File: src/rtl/pdg_pkg.sv
package pdg_pkg;
   localparam int unsigned PDG_DEF_CNT_W = 8;
   localparam int unsigned PDG_ZD_CHUNK  = 4;

   typedef enum logic {
      PH_PRIME = 1'b0,
      PH_RUN   = 1'b1
   } pdg_phase_e;
endpackage

File: src/rtl/pdg_reload_calc.sv
module pdg_reload_calc #(
   parameter int unsigned CNT_W = pdg_pkg::PDG_DEF_CNT_W
) (
   input  logic [CNT_W-1:0] div_i,
   output logic [CNT_W-1:0] reload_o
);
   // A period of N cycles is counted as N-1 down to 0; zero behaves as one.
   logic div_is_zero;
   assign div_is_zero = (div_i == '0);

   always_comb begin
      if (div_is_zero) reload_o = '0;
      else             reload_o = div_i - CNT_W'(1);
   end
endmodule

File: src/rtl/pdg_zero_det.sv
module pdg_zero_det #(
   parameter int unsigned CNT_W = pdg_pkg::PDG_DEF_CNT_W,
   parameter int unsigned CHUNK = pdg_pkg::PDG_ZD_CHUNK
) (
   input  logic [CNT_W-1:0] cnt_i,
   output logic             zero_o
);
   localparam int unsigned N_CH  = (CNT_W + CHUNK - 1) / CHUNK;
   localparam int unsigned PAD_W = N_CH * CHUNK;

   if (CHUNK < 1) begin : g_bad_chunk
      $error("pdg_zero_det: CHUNK must be at least 1");
   end

   if (CNT_W <= CHUNK) begin : g_flat
      assign zero_o = ~|cnt_i;
   end else begin : g_tree
      logic [PAD_W-1:0] padded;
      logic [N_CH-1:0]  nz;
      assign padded = PAD_W'(cnt_i);
      for (genvar c = 0; c < N_CH; c++) begin : g_ch
         assign nz[c] = |padded[c*CHUNK +: CHUNK];
      end
      assign zero_o = ~|nz;
   end
endmodule

File: src/rtl/pdg_next_mux.sv
module pdg_next_mux #(
   parameter int unsigned CNT_W = pdg_pkg::PDG_DEF_CNT_W
) (
   input  logic [CNT_W-1:0] cnt_i,
   input  logic [CNT_W-1:0] load_i,
   input  logic             sel_load_i,
   output logic [CNT_W-1:0] next_o
);
   logic [CNT_W-1:0] dec;
   assign dec = cnt_i - CNT_W'(1);

   for (genvar b = 0; b < CNT_W; b++) begin : g_bit
      assign next_o[b] = sel_load_i ? load_i[b] : dec[b];
   end
endmodule

File: src/rtl/pulse_div_gen.sv
module pulse_div_gen #(
   parameter int unsigned CNT_W    = pdg_pkg::PDG_DEF_CNT_W,
   parameter int unsigned ZD_CHUNK = pdg_pkg::PDG_ZD_CHUNK
) (
   input  logic             clk_i,
   input  logic             rst_i,
   input  logic             en_i,
   input  logic [CNT_W-1:0] div_i,
   output logic             tick_o
);
   import pdg_pkg::*;

   if (CNT_W < 1 || CNT_W > 32) begin : g_bad_width
      $error("pulse_div_gen: CNT_W must lie in 1..32");
   end

   logic [CNT_W-1:0] cnt_q, cnt_d, reload_val, mux_out;
   logic             zero_det, sel_load, tick_d;
   pdg_phase_e       phase_q, phase_d;

   pdg_reload_calc #(.CNT_W(CNT_W)) u_reload (
      .div_i    (div_i),
      .reload_o (reload_val)
   );

   pdg_zero_det #(.CNT_W(CNT_W), .CHUNK(ZD_CHUNK)) u_zd (
      .cnt_i  (cnt_q),
      .zero_o (zero_det)
   );

   // Load after reset (prime) or on reaching zero; decrement otherwise.
   assign sel_load = zero_det | (phase_q == PH_PRIME);

   pdg_next_mux #(.CNT_W(CNT_W)) u_mux (
      .cnt_i      (cnt_q),
      .load_i     (reload_val),
      .sel_load_i (sel_load),
      .next_o     (mux_out)
   );

   always_comb begin
      cnt_d   = en_i ? mux_out : cnt_q;
      phase_d = en_i ? PH_RUN : phase_q;
      tick_d  = en_i & zero_det & (phase_q == PH_RUN);
   end

   always_ff @(posedge clk_i) begin
      if (rst_i) begin
         cnt_q   <= '0;
         phase_q <= PH_PRIME;
         tick_o  <= 1'b0;
      end else begin
         cnt_q   <= cnt_d;
         phase_q <= phase_d;
         tick_o  <= tick_d;
      end
   end

   // a reset edge leaves the output quiet
   p_reset_quiet_r1: assert property (@(posedge clk_i)
      $past(rst_i) |-> !tick_o);

   // a pulse only follows an enabled edge
   p_tick_needs_en_r2: assert property (@(posedge clk_i) disable iff (rst_i)
      tick_o |-> $past(en_i));

   // a non-zero running count steps down by one with no pulse
   p_decrement_r3: assert property (@(posedge clk_i) disable iff (rst_i)
      (en_i && !zero_det && phase_q == PH_RUN)
      |=> (cnt_q == $past(cnt_q) - CNT_W'(1)) && !tick_o);

   // the pulse edge also reloads from the divisor present at that edge
   p_reload_r8: assert property (@(posedge clk_i) disable iff (rst_i)
      (en_i && zero_det && phase_q == PH_RUN)
      |=> tick_o && (cnt_q == $past(reload_val)));

   // a disabled cycle freezes the count
   p_freeze_r7: assert property (@(posedge clk_i) disable iff (rst_i)
      !en_i |=> $stable(cnt_q) && !tick_o);
endmodule

File: config.mk
export PLATFORM = sky130hd
export DESIGN_NAME = pulse_div_gen
export DESIGN_NICKNAME = d
export VERILOG_FILES = /design/src/rtl/pdg_pkg.sv /design/src/rtl/pdg_reload_calc.sv /design/src/rtl/pdg_zero_det.sv /design/src/rtl/pdg_next_mux.sv /design/src/rtl/pulse_div_gen.sv
export SDC_FILE = /design/constraint.sdc
export NUM_CORES = 1
export LEC_CHECK = 0
export ABC_CLOCK_PERIOD_IN_PS = 2100
export BUFFER_PORTS_ARGS = -buffer_cell sky130_fd_sc_hd__buf_2
export CAP_MARGIN = 20
export CORE_MARGIN = 2
export CORE_UTILIZATION = 27
export CTS_CLUSTER_SIZE = 8
export DETAILED_ROUTE_END_ITERATION = 16
export PLACE_DENSITY_LB_ADDON = 0.25
export SLEW_MARGIN = 40
export SYNTH_ARGS = -nofsm -noshare
export SYNTH_HDL_FRONTEND = slang
export SYNTH_HIERARCHICAL = 1
export SYNTH_SLANG_ARGS = --single-unit
File: constraint.sdc
create_clock -name clk_i -period 2.1 [get_ports clk_i]
set_input_delay 0.42 -clock clk_i [delete_from_list [all_inputs] [get_ports clk_i]]
set_output_delay 0.42 -clock clk_i [all_outputs]
set_load 0.005 [all_outputs]
# After elaboration in Yosys (flattened, before gate mapping)
# Index checks and enable logic that the tools add are counted.
# word_totals
word_cells	21
latchBits	0
mem_bits_rw	0
mem_count	0
mem_bits_ro	0
regBits	10
out_inout_bits	1
# classes
order_cmp	0
eq_ne	0
bitwise	4
addsub	2
n_div	0
multipliers	0
n_shift	0
reduce_logical	3
n_mux	9
# ops
op	n
subtractor 8 x 1 -> 8 bit (second input constant)	2
zero test 8 bit	1
two-way mux 1 bit	8
two-way mux 8 bit	1
OR reduction 8 bit	1
bitwise AND 1 bit	2
zero test 1 bit	1
NOT 1 bit	1
OR 1 bit	1

# Logic depth before layout (Yosys ltp)
# Gate-level depths: netlist of the first run.
# logic_depth
word_depth	4
mapped_depth	9
depth_no_buf	9

# By module
# Netlist of the first run, hierarchy kept.
# modules_own_cells
mod	cells_each	seq_area_each_um2	instances	area_each_um2
pulse_div_gen	32	200.2	1	352.8
pdg_next_mux	41	0.0	1	239.0
pdg_reload_calc	28	0.0	1	210.2
pdg_zero_det	3	0.0	1	18.8

# Worst setup path before layout of the first run
# OpenSTA, ideal clock, no wires.
# synth_timing
kind	reg-to-reg
start	register cnt_q[1]
end	register cnt_q[2]
stages_incl_launch_ff	9
slack_ps	351
n_path_buf	2
t_required_ps	1986
setup_time_ps	114
arrival_time_ps	1634
path_cell_list	dfxtp_1 or4_1 nor2_1 nand2b_1 buf_2 buf_2 o21ai_0 mux2i_1 nor2_1
# synth_between
elab_chain_cells	4
word_cells_on_any_way	5
# synth_rtl
item	line_no	source
start: declaration	pulse_div_gen.sv:17	logic [CNT_W-1:0] cnt_q, cnt_d, reload_val, mux_out;
start signal: assignment	pulse_div_gen.sv:53	cnt_q <= cnt_d;
OR reduction 8 bit	pdg_zero_det.sv:24	assign zero_o = ~|nz;
zero test 1 bit	pdg_zero_det.sv:24	
net zero_det	pulse_div_gen.sv:18	logic zero_det, sel_load, tick_d;
OR 1 bit	pulse_div_gen.sv:32	assign sel_load = zero_det | (phase_q == PH_PRIME);
net sel_load	pulse_div_gen.sv:18	
two-way mux 1 bit	pdg_next_mux.sv:13	assign next_o[b] = sel_load_i ? load_i[b] : dec[b];
net mux_out[2]	pulse_div_gen.sv:17	
# The timed path passes the listed nets, and every way through them passes these cells.
# A chain may end at the register's enable or synchronous reset.

# Worst setup path after layout of the first run
# layout_timing
start	register cnt_q[6]
end	register cnt_q[6]
# Same word-level chain as after synthesis.

==> results of run 1 <==
## power groups by stage
stage	Combinational, W	Sequential, W	Clock [W]
after global routing	0.000223	0.000234	0.000196
after global placement	0.000195	0.000235	0
after CTS	0.000197	0.000231	0.000179
final	0.000196	0.000231	0.000174
after floorplan	0.000151	0.000232	0
after detailed placement	0.000196	0.000236	0
## layout make-up
cell class | count | area (um2) | share of cell area (%)
sequential | 10 | 200 | 21.3
clock buffer | 4 | 36.3 | 3.86
multi-input combinational | 82 | 562 | 59.8
tap | 33 | 41.3 | 4.39
inverter | 8 | 30.0 | 3.20
timing repair buffer | 13 | 70.1 | 7.46
## worst register-to-register path: stages, from the launching register on
cell      delay [ps]
dfxtp_1          350
or4_1            530
nor2_1           140
nand2b_1         110
buf_4            210
nor2_1            70
nand3_1           80
nand3_1           80
mux2i_1          150
nor2_1            50
## metrics by stage
stage	util, %	total power (W)	hold slack, ps
6_report	31.6	0.000602	461
5_1_grt	31.6	0.000653	460
4_1_cts	31.6	0.000607	457
3_5_place_dp	30.3	0.000432	490
3_3_place_gp	30.3	0.000429	469
2_1_floorplan	-	0.000382	457
## layer usage
metal	up-vias	part of all wire (%)	GRT usage, %
met5	-	0	0
met4	0	0	0.974
met3	0	2.0	3.93
met2	6	52	20.5
met1	342	46	14.0
li1	380	-	-
## cells in the final DEF, fill, tap and decap left out, types with 2 or more instances in the layout
| cell type | count |
|---|---|
| nor2_1 | 24 |
| buf_2 | 11 |
| dfxtp_1 | 10 |
| mux2i_1 | 9 |
| inv_1 | 8 |
| nand2_1 | 8 |
| nand3_1 | 7 |
| xnor2_1 | 4 |
| clkbuf_4 | 3 |
| o21ai_0 | 3 |
| ha_1 | 3 |
| buf_4 | 2 |
| o21ai_1 | 2 |
| a211o_1 | 2 |
| nor4_1 | 2 |
| mux2_2 | 2 |
| a21oi_1 | 2 |
| or4_1 | 2 |
## cells in the mapped netlist (all sizes together), types with 2 or more instances
cell type	count	area [um2]
nor2	24	90.1
dfxtp	10	200
mux2i	9	90.1
inv	8	30.0
nand2	8	30.0
nand3	7	35.0
o21ai	5	25.0
buf	4	28.8
xnor2	4	35.0
a211o	3	27.5
ha	3	37.5
mux2	3	37.5
a21oi	2	10.0
nand2b	2	20.0
nor3	2	26.3
nor4	2	12.5
or4	2	15.0
## worst min path at each step
stage / endpoint / slack [ps] / cells past startpoint
5_1_grt: cnt_q[5] / 460 / 2
6_report: cnt_q[3] / 460 / 2
2_1_floorplan: phase_q / 460 / 2
3_5_place_dp: phase_q / 490 / 2
4_1_cts: cnt_q[6] / 460 / 2
3_3_place_gp: phase_q / 470 / 2
## cells by family (layout without fill, tap and decap cells)
family                   Yosys count  in the layout
AO/OA/AOI/OAI                     10             10
flip-flops                        10             10
multiplexers                      12             12
adder cells (fa/ha/maj)            3              3
AND/OR/NAND/NOR                   53             53
XOR/XNOR                           4              4
buffers and inverters             12             25
## registers in the layout, indices dropped and copies added (netlist names)
| register | flops |
|---|---|
| cnt_q | 8 |
| phase_q | 1 |
| tick_o | 1 |
==> flow_summary.yaml, run 1 <==
outcome:
  status: "finished clean"
logic_synthesis:
  synth_compound_area_share_pct: 7.62
  synth_fa_ha_area_share_pct: 4.57
  synth_area_um2: 821
  ys_types: 30
  syn_avg_cell_area_um2: 7.89
  synth_edf_count: 0
  synth_top_family_by_area: "simple AND/OR/NAND/NOR gates"
  synth_warnings: 6
  synth_fp_nets: 118
  yosysSeqAreaShare_pct: 24.4
  synth_xor_area_share_pct: 4.27
  synth_mux_area_share_pct: 15.5
  ys.flop_type: "dfxtp_1"
  synth_seq_cells: 10
  netlist_instances: 104
  yosys.area_share.simple_pct: 36.4
  async_reset_ff_share_pct: 0
setup_path:
  path_delay_family: "simple AND/OR/NAND/NOR gates"
  r2r-end: "cnt_q[6]"
  critPathSlowestCell: "or4_1"
  crit_arrival_ps: 2040
  path_cells: "or4_1 > nor2_1 > nand2b_1 > buf_4 > nor2_1 > nand3_1 > nand3_1 > mux2i_1 > nor2_1"
  cp-startpoint: "cnt_q[6]"
  crit_fanout: 18
  worstSetupPathType: "reg2reg"
  max_stage_delay_ps: 530
  cp.depth: 9
  r2r_setup_slack_ps: 220
  cp_num_buf_inv: 1
  reg2regPathDepth: 9
  reg2reg_from: "cnt_q[6]"
  endpoint: "cnt_q[6]"
  worst_path_most_repeated_cell: "nor2_1"
  cp-start-kind: "flip-flop"
  cp.required_ps: 2260
  end_kind: "flip-flop"
global_route:
  antenna_found_initial: 0
  grt_pass1_wl_um: 3090
  grt_max_degree: 19
  first_global_vias: 709
  grtUsageTotal_pct: 11.5
  globalRouteOverflowTotal: 0
pwr:
  p_comb_share_pct: 32.6
  internal-power_w: 0.000407
  p_leak_nw: 0.433
  clkPwrFrac_pct: 29.0
  power_density_mw_per_mm2: 640
  swShare_pct: 32.4
  sequentialPowerShare_pct: 38.4
  power_switching_w: 0.000195
  ir_drop_mv: 0.335
floorplanning:
  die_h_um: 59.1
  initial_utilization_pct: 27.6
  dieArea_mm2: 0.00350
  core_mm2: 0.00298
  io_pins: 12
  die_w_um: 59.1
  rows: 20
sta:
  fin_crit_sh_pct: 89.6
  timing.fmax_mhz: 532
  setup_viol: 0
  min_period_ps: 1880
  drv_slew: 0
  fin_ws_ps: 219
  slew_headroom_pct: 74.8
  tightest_slew_ps: 375
  timing_hold_violations_final: 0
  skew_ps: 2.24
  setup_tns_ps: 0
  grt_setup_unrepaired: "false"
drt:
  drc: 0
  ant_nets: 0
  drt-initial-drc-count: 13
  viasPerCell: 4.85
  drtPass1Iterations: 4
  wl_um: 1760
  vias: 728
  wl_per_cell_um: 11.8
clocking:
  numCtsBuffers: 3
  postCtsSetupRepairBufs: 0
  cts_tree: "built"
  cts-root-buf: "clkbuf_4"
  clock_latency_ps: 270
  hold_buffers: 0
  clk_pin_slew_ps: 70
  cts.path.max_buffers: 2
  cts.htree.levels: 1
  cts_resized: 0
  clock-sinks: 10
finish:
  drive_gt1_share_pct: 23.1
  stdcell_area_um2: 940
  diodes: 0
  area_growth_pct: 14.5
  fillers: 336
  final_cells: 150
  nNetsFinal: 132
hold_path:
  holdCritStartpoint: "rst_i"
  min_path_type: "in2reg"
placement:
  place_inst: 146
  port_buffers: 11
  place_area_um2: 903
  gp_congestion: 0.714
  dp_hpwl_um: 1350
  place_ws_ps: 174
flow_run:
  max_cap_violations: 0
No activity file was read; power rests on OpenSTA's default activity.
==> inputs of run 2 (changes only) <==
CORE_UTILIZATION = 55   (was 27)
GPL_ROUTABILITY_DRIVEN = 0   (was default)
SKIP_CTS_REPAIR_TIMING = 1   (was default)
==> run 2 against run 1 <==
Utilization increased by 36 points. Sequential cell count unchanged. Sequential power about the same. Global-route usage increased by 10 points.
==> flow_summary.yaml, run 2 (synthesis results as in run 1) <==
setup_path:
  reg2reg_from: "cnt_q[7]"
  cp-start-kind: "flip-flop"
  worstSetupPathType: "reg2reg"
  reg2regPathDepth: 9
  max_stage_delay_ps: 520
  r2r-end: "cnt_q[5]"
  end_kind: "flip-flop"
  path_cells: "or4_1 > nor2_1 > nand2b_1 > buf_12 > nor2_1 > nand3_1 > nand3_1 > mux2i_1 > nor2_1"
  cp.required_ps: 2260
  worst_path_most_repeated_cell: "nor2_1"
  critPathSlowestCell: "or4_1"
  r2r_setup_slack_ps: 260
  path_delay_family: "simple AND/OR/NAND/NOR gates"
  crit_fanout: 18
  cp_num_buf_inv: 1
  crit_arrival_ps: 2000
clocking:
  cts.path.max_buffers: 2
  clock-sinks: 10
  clk_pin_slew_ps: 60
  cts_tree: "built"
  clock_latency_ps: 270
  cts.htree.levels: 1
  cts-root-buf: "clkbuf_4"
  numCtsBuffers: 3
placement:
  port_buffers: 11
  place_area_um2: 886
  dp_hpwl_um: 1290
finish:
  reg.largest.list: "cnt_q x8, phase_q x1, tick_o x1"
  fillers: 133
  drive_gt1_share_pct: 21.7
  nNetsFinal: 131
  stdcell_area_um2: 908
  largest_reg_flops: 8
  final_common_cell: "nor2_1"
  diodes: 0
  final_cell_mix: "nor2_1 (24), buf_2 (11), dfxtp_1 (10)"
  largest_register: "cnt_q"
  area_growth_pct: 10.7
floorplanning:
  core_mm2: 0.00135
  die_w_um: 42.6
  dieArea_mm2: 0.00182
  die_h_um: 42.6
  io_pins: 12
  initial_utilization_pct: 60.8
  rows: 13
hold_path:
  whs_path_depth: 2
  min_to: "phase_q"
  min_path_type: "in2reg"
  holdCritStartpoint: "rst_i"
drt:
  wl_um: 1690
  viasPerCell: 5.68
  wl_per_cell_um: 13.0
  drc: 0
  ant_nets: 0
  drt-initial-drc-count: 25
  vias: 738
  drtPass1Iterations: 4
sta:
  timing_hold_violations_final: 0
  setup_tns_ps: 0
  fin_crit_sh_pct: 87.7
  min_period_ps: 1840
  timing.fmax_mhz: 543
  skew_ps: 1.40
  grt_setup_unrepaired: "false"
  setup_viol: 0
  drv_slew: 0
  slew_headroom_pct: 76.3
  tightest_slew_ps: 352
global_route:
  grt_pass1_wl_um: 3000
  grt_max_degree: 19
  first_global_vias: 716
  antenna_found_initial: 0
  globalRouteOverflowTotal: 0
  grtUsageTotal_pct: 22.0
flow_run:
  max_cap_violations: 0
outcome:
  status: "finished clean"
pwr:
  ir_drop_mv: 0.377
  power_density_mw_per_mm2: 626
  p_leak_nw: 0.426
==> run 2: area by class of cell <==
class                   instances  area (um2)  share of cell area (%)
well taps                      15        18.8                    2.07
clock buffers                   3        22.5                    2.48
flip-flops and latches         10         200                    22.0
inverters                       8        30.0                    3.31
multi-input cells              82         562                    61.8
repair buffers                 12        75.1                    8.26
==> run 2: metrics by stage <==
stage	setup WS, ps	hold WS [ps]	instances	total power, W	util [%]
2_1_floorplan	351	457	104	0.000382	-
3_3_place_gp	261	471	127	0.000425	65.6
4_1_cts	248	444	130	0.000572	67.3
5_1_grt	125	453	130	0.000608	67.3
6_report	259	450	130	0.000569	67.3
3_5_place_dp	199	482	127	0.000437	65.6
==> run 2: routing by layer <==
metal	vias to the layer above	track usage, %	wire, um
li1	379	-	-
met1	340	25.9	816
met2	16	36.7	790
met3	3	6.47	70
met4	0	8.75	16
met5	-	0	0
==> run 2: worst max path at each step <==
stage | start | to | slack, ps | depth (start not counted)
2_1_floorplan | cnt_q[1] | cnt_q[2] | 350 | 8
3_3_place_gp | div_i[0] | cnt_q[6] | 260 | 10
3_5_place_dp | div_i[0] | cnt_q[6] | 200 | 10
4_1_cts | cnt_q[0] | cnt_q[5] | 250 | 9
5_1_grt | cnt_q[0] | cnt_q[5] | 130 | 9
6_report | cnt_q[7] | cnt_q[5] | 260 | 9
==> run 2: power by group <==
group          internal, W  leakage (nW)  switching [W]  total [W]
combinational    0.0000978         0.330       0.000103   0.000201
sequential        0.000208        0.0825      0.0000265   0.000234
clock            0.0000664        0.0138      0.0000675   0.000134
==> inputs of run 3 (changes only) <==
RECOVER_POWER = 50   (was default)
==> run 3 against run 2 <==
Die area stayed put. Via count stayed put. Combinational power hardly changed. Final cell count stayed put. Critical endpoint unchanged. Largest cell class unchanged.
==> flow_summary.yaml, run 3 (synthesis results as in run 1) <==
drt:
  wl_per_cell_um: 13.0
  drc: 0
  drt-initial-drc-count: 25
  vias: 738
  wl_um: 1690
  viasPerCell: 5.68
  ant_nets: 0
  drtPass1Iterations: 4
finish:
  diodes: 0
  final_cell_mix: "nor2_1 (24), dfxtp_1 (10), mux2i_1 (9), buf_2 (9)"
  drive_gt1_share_pct: 20.0
  largest_reg_flops: 8
  reg.largest.list: "cnt_q x8, phase_q x1, tick_o x1"
  area_growth_pct: 10.4
  final_common_cell: "nor2_1"
  largest_register: "cnt_q"
  nNetsFinal: 131
sta:
  grt_setup_unrepaired: "false"
  holdWs_ps: 450
  timing.fmax_mhz: 543
  min_period_ps: 1840
  timing_hold_violations_final: 0
  slew_headroom_pct: 59.0
  fin_crit_sh_pct: 87.7
  tightest_slew_ps: 615
  setup_tns_ps: 0
  drv_slew: 0
  setup_viol: 0
  skew_ps: 1.40
global_route:
  first_global_vias: 716
  grt_max_degree: 19
  grt_pass1_wl_um: 3000
  globalRouteOverflowTotal: 0
  antenna_found_initial: 0
  grtUsageTotal_pct: 22.0
floorplanning:
  core_mm2: 0.00135
  dieArea_mm2: 0.00182
  die_h_um: 42.6
  io_pins: 12
  rows: 13
  initial_utilization_pct: 60.8
  die_w_um: 42.6
pwr:
  finalPower_w: 0.000568
  p_leak_nw: 0.419
  power_density_mw_per_mm2: 627
  ir_drop_mv: 0.377
setup_path:
  cp-start-kind: "flip-flop"
  path_cells: "or4_1 > nor2_1 > nand2b_1 > buf_12 > nor2_1 > nand3_1 > nand3_1 > mux2i_1 > nor2_1"
  path_delay_family: "simple AND/OR/NAND/NOR gates"
  crit_fanout: 18
  worst_path_most_repeated_cell: "nor2_1"
  cp.required_ps: 2260
  end_kind: "flip-flop"
  max_stage_delay_ps: 520
  worstSetupPathType: "reg2reg"
  crit_arrival_ps: 2000
  cp_num_buf_inv: 1
  critPathSlowestCell: "or4_1"
clocking:
  clk_pin_slew_ps: 60
  clock_latency_ps: 270
  cts-root-buf: "clkbuf_4"
  clock-sinks: 10
  cts.htree.levels: 1
  cts_tree: "built"
  numCtsBuffers: 3
  cts.path.max_buffers: 2
placement:
  port_buffers: 11
  dp_hpwl_um: 1290
outcome:
  status: "finished clean"
flow_run:
  max_cap_violations: 0
hold_path:
  min_path_type: "in2reg"
-- run 3: cell count changes in the layout (fill, tap and decap cells not counted), sizes merged --
| cell | change |
|---|---|
| buf | -2 |
| clkbuf | +2 |
-- run 3: path summary, 6_finish.rpt --
| check | start | end | slack (ps) | cells past startpoint |
|---|---|---|---|---|
| worst max-delay path | cnt_q[7] | cnt_q[5] | 260 | 9 |
| worst min-delay path | rst_i | phase_q | 450 | 2 |
| worst max register to register | cnt_q[7] | cnt_q[5] | 260 | 9 |
| worst min register to register | phase_q | phase_q | 490 | 2 |
-- run 3: area by class of cell --
type | count | area (um2)
fill | 135 | 444
tap | 15 | 18.8
timing repair buffer | 12 | 72.6
inverter | 8 | 30.0
multi-input combinational | 82 | 562
clock buffer | 3 | 22.5
sequential | 10 | 200
-- run 3: power breakdown --
part           leakage [nW]  internal, W  switching (W)
combinational         0.323    0.0000974       0.000103
clock                0.0138    0.0000664      0.0000675
sequential           0.0825     0.000208      0.0000265
-- run 3: per-layer routing --
layer  GRT usage [%]  part of all wire (%)  routed length [um]
met1            25.9                    48                 817
met2            36.7                    47                 790
met3            6.47                   4.1                  69
met4            8.75                  0.95                  16
met5               0                     0                   0
-- run 3: through the flow --
stage | util [%] | worst slack [ps] | area (um2) | std cells
floorplan | - | 351 | 821 | 104
global placement | 65.6 | 261 | 886 | 127
detailed placement | 65.6 | 199 | 886 | 127
CTS | 67.3 | 248 | 908 | 130
global route | 67.1 | 124 | 906 | 130
finish | 67.1 | 258 | 906 | 130
-- run 3: worst register-to-register path, stage by stage (launching register included) --
cell,delay [ps]
dfxtp_1,340
or4_1,520
nor2_1,130
nand2b_1,160
buf_12,150
nor2_1,60
nand3_1,80
nand3_1,80
mux2i_1,150
nor2_1,50
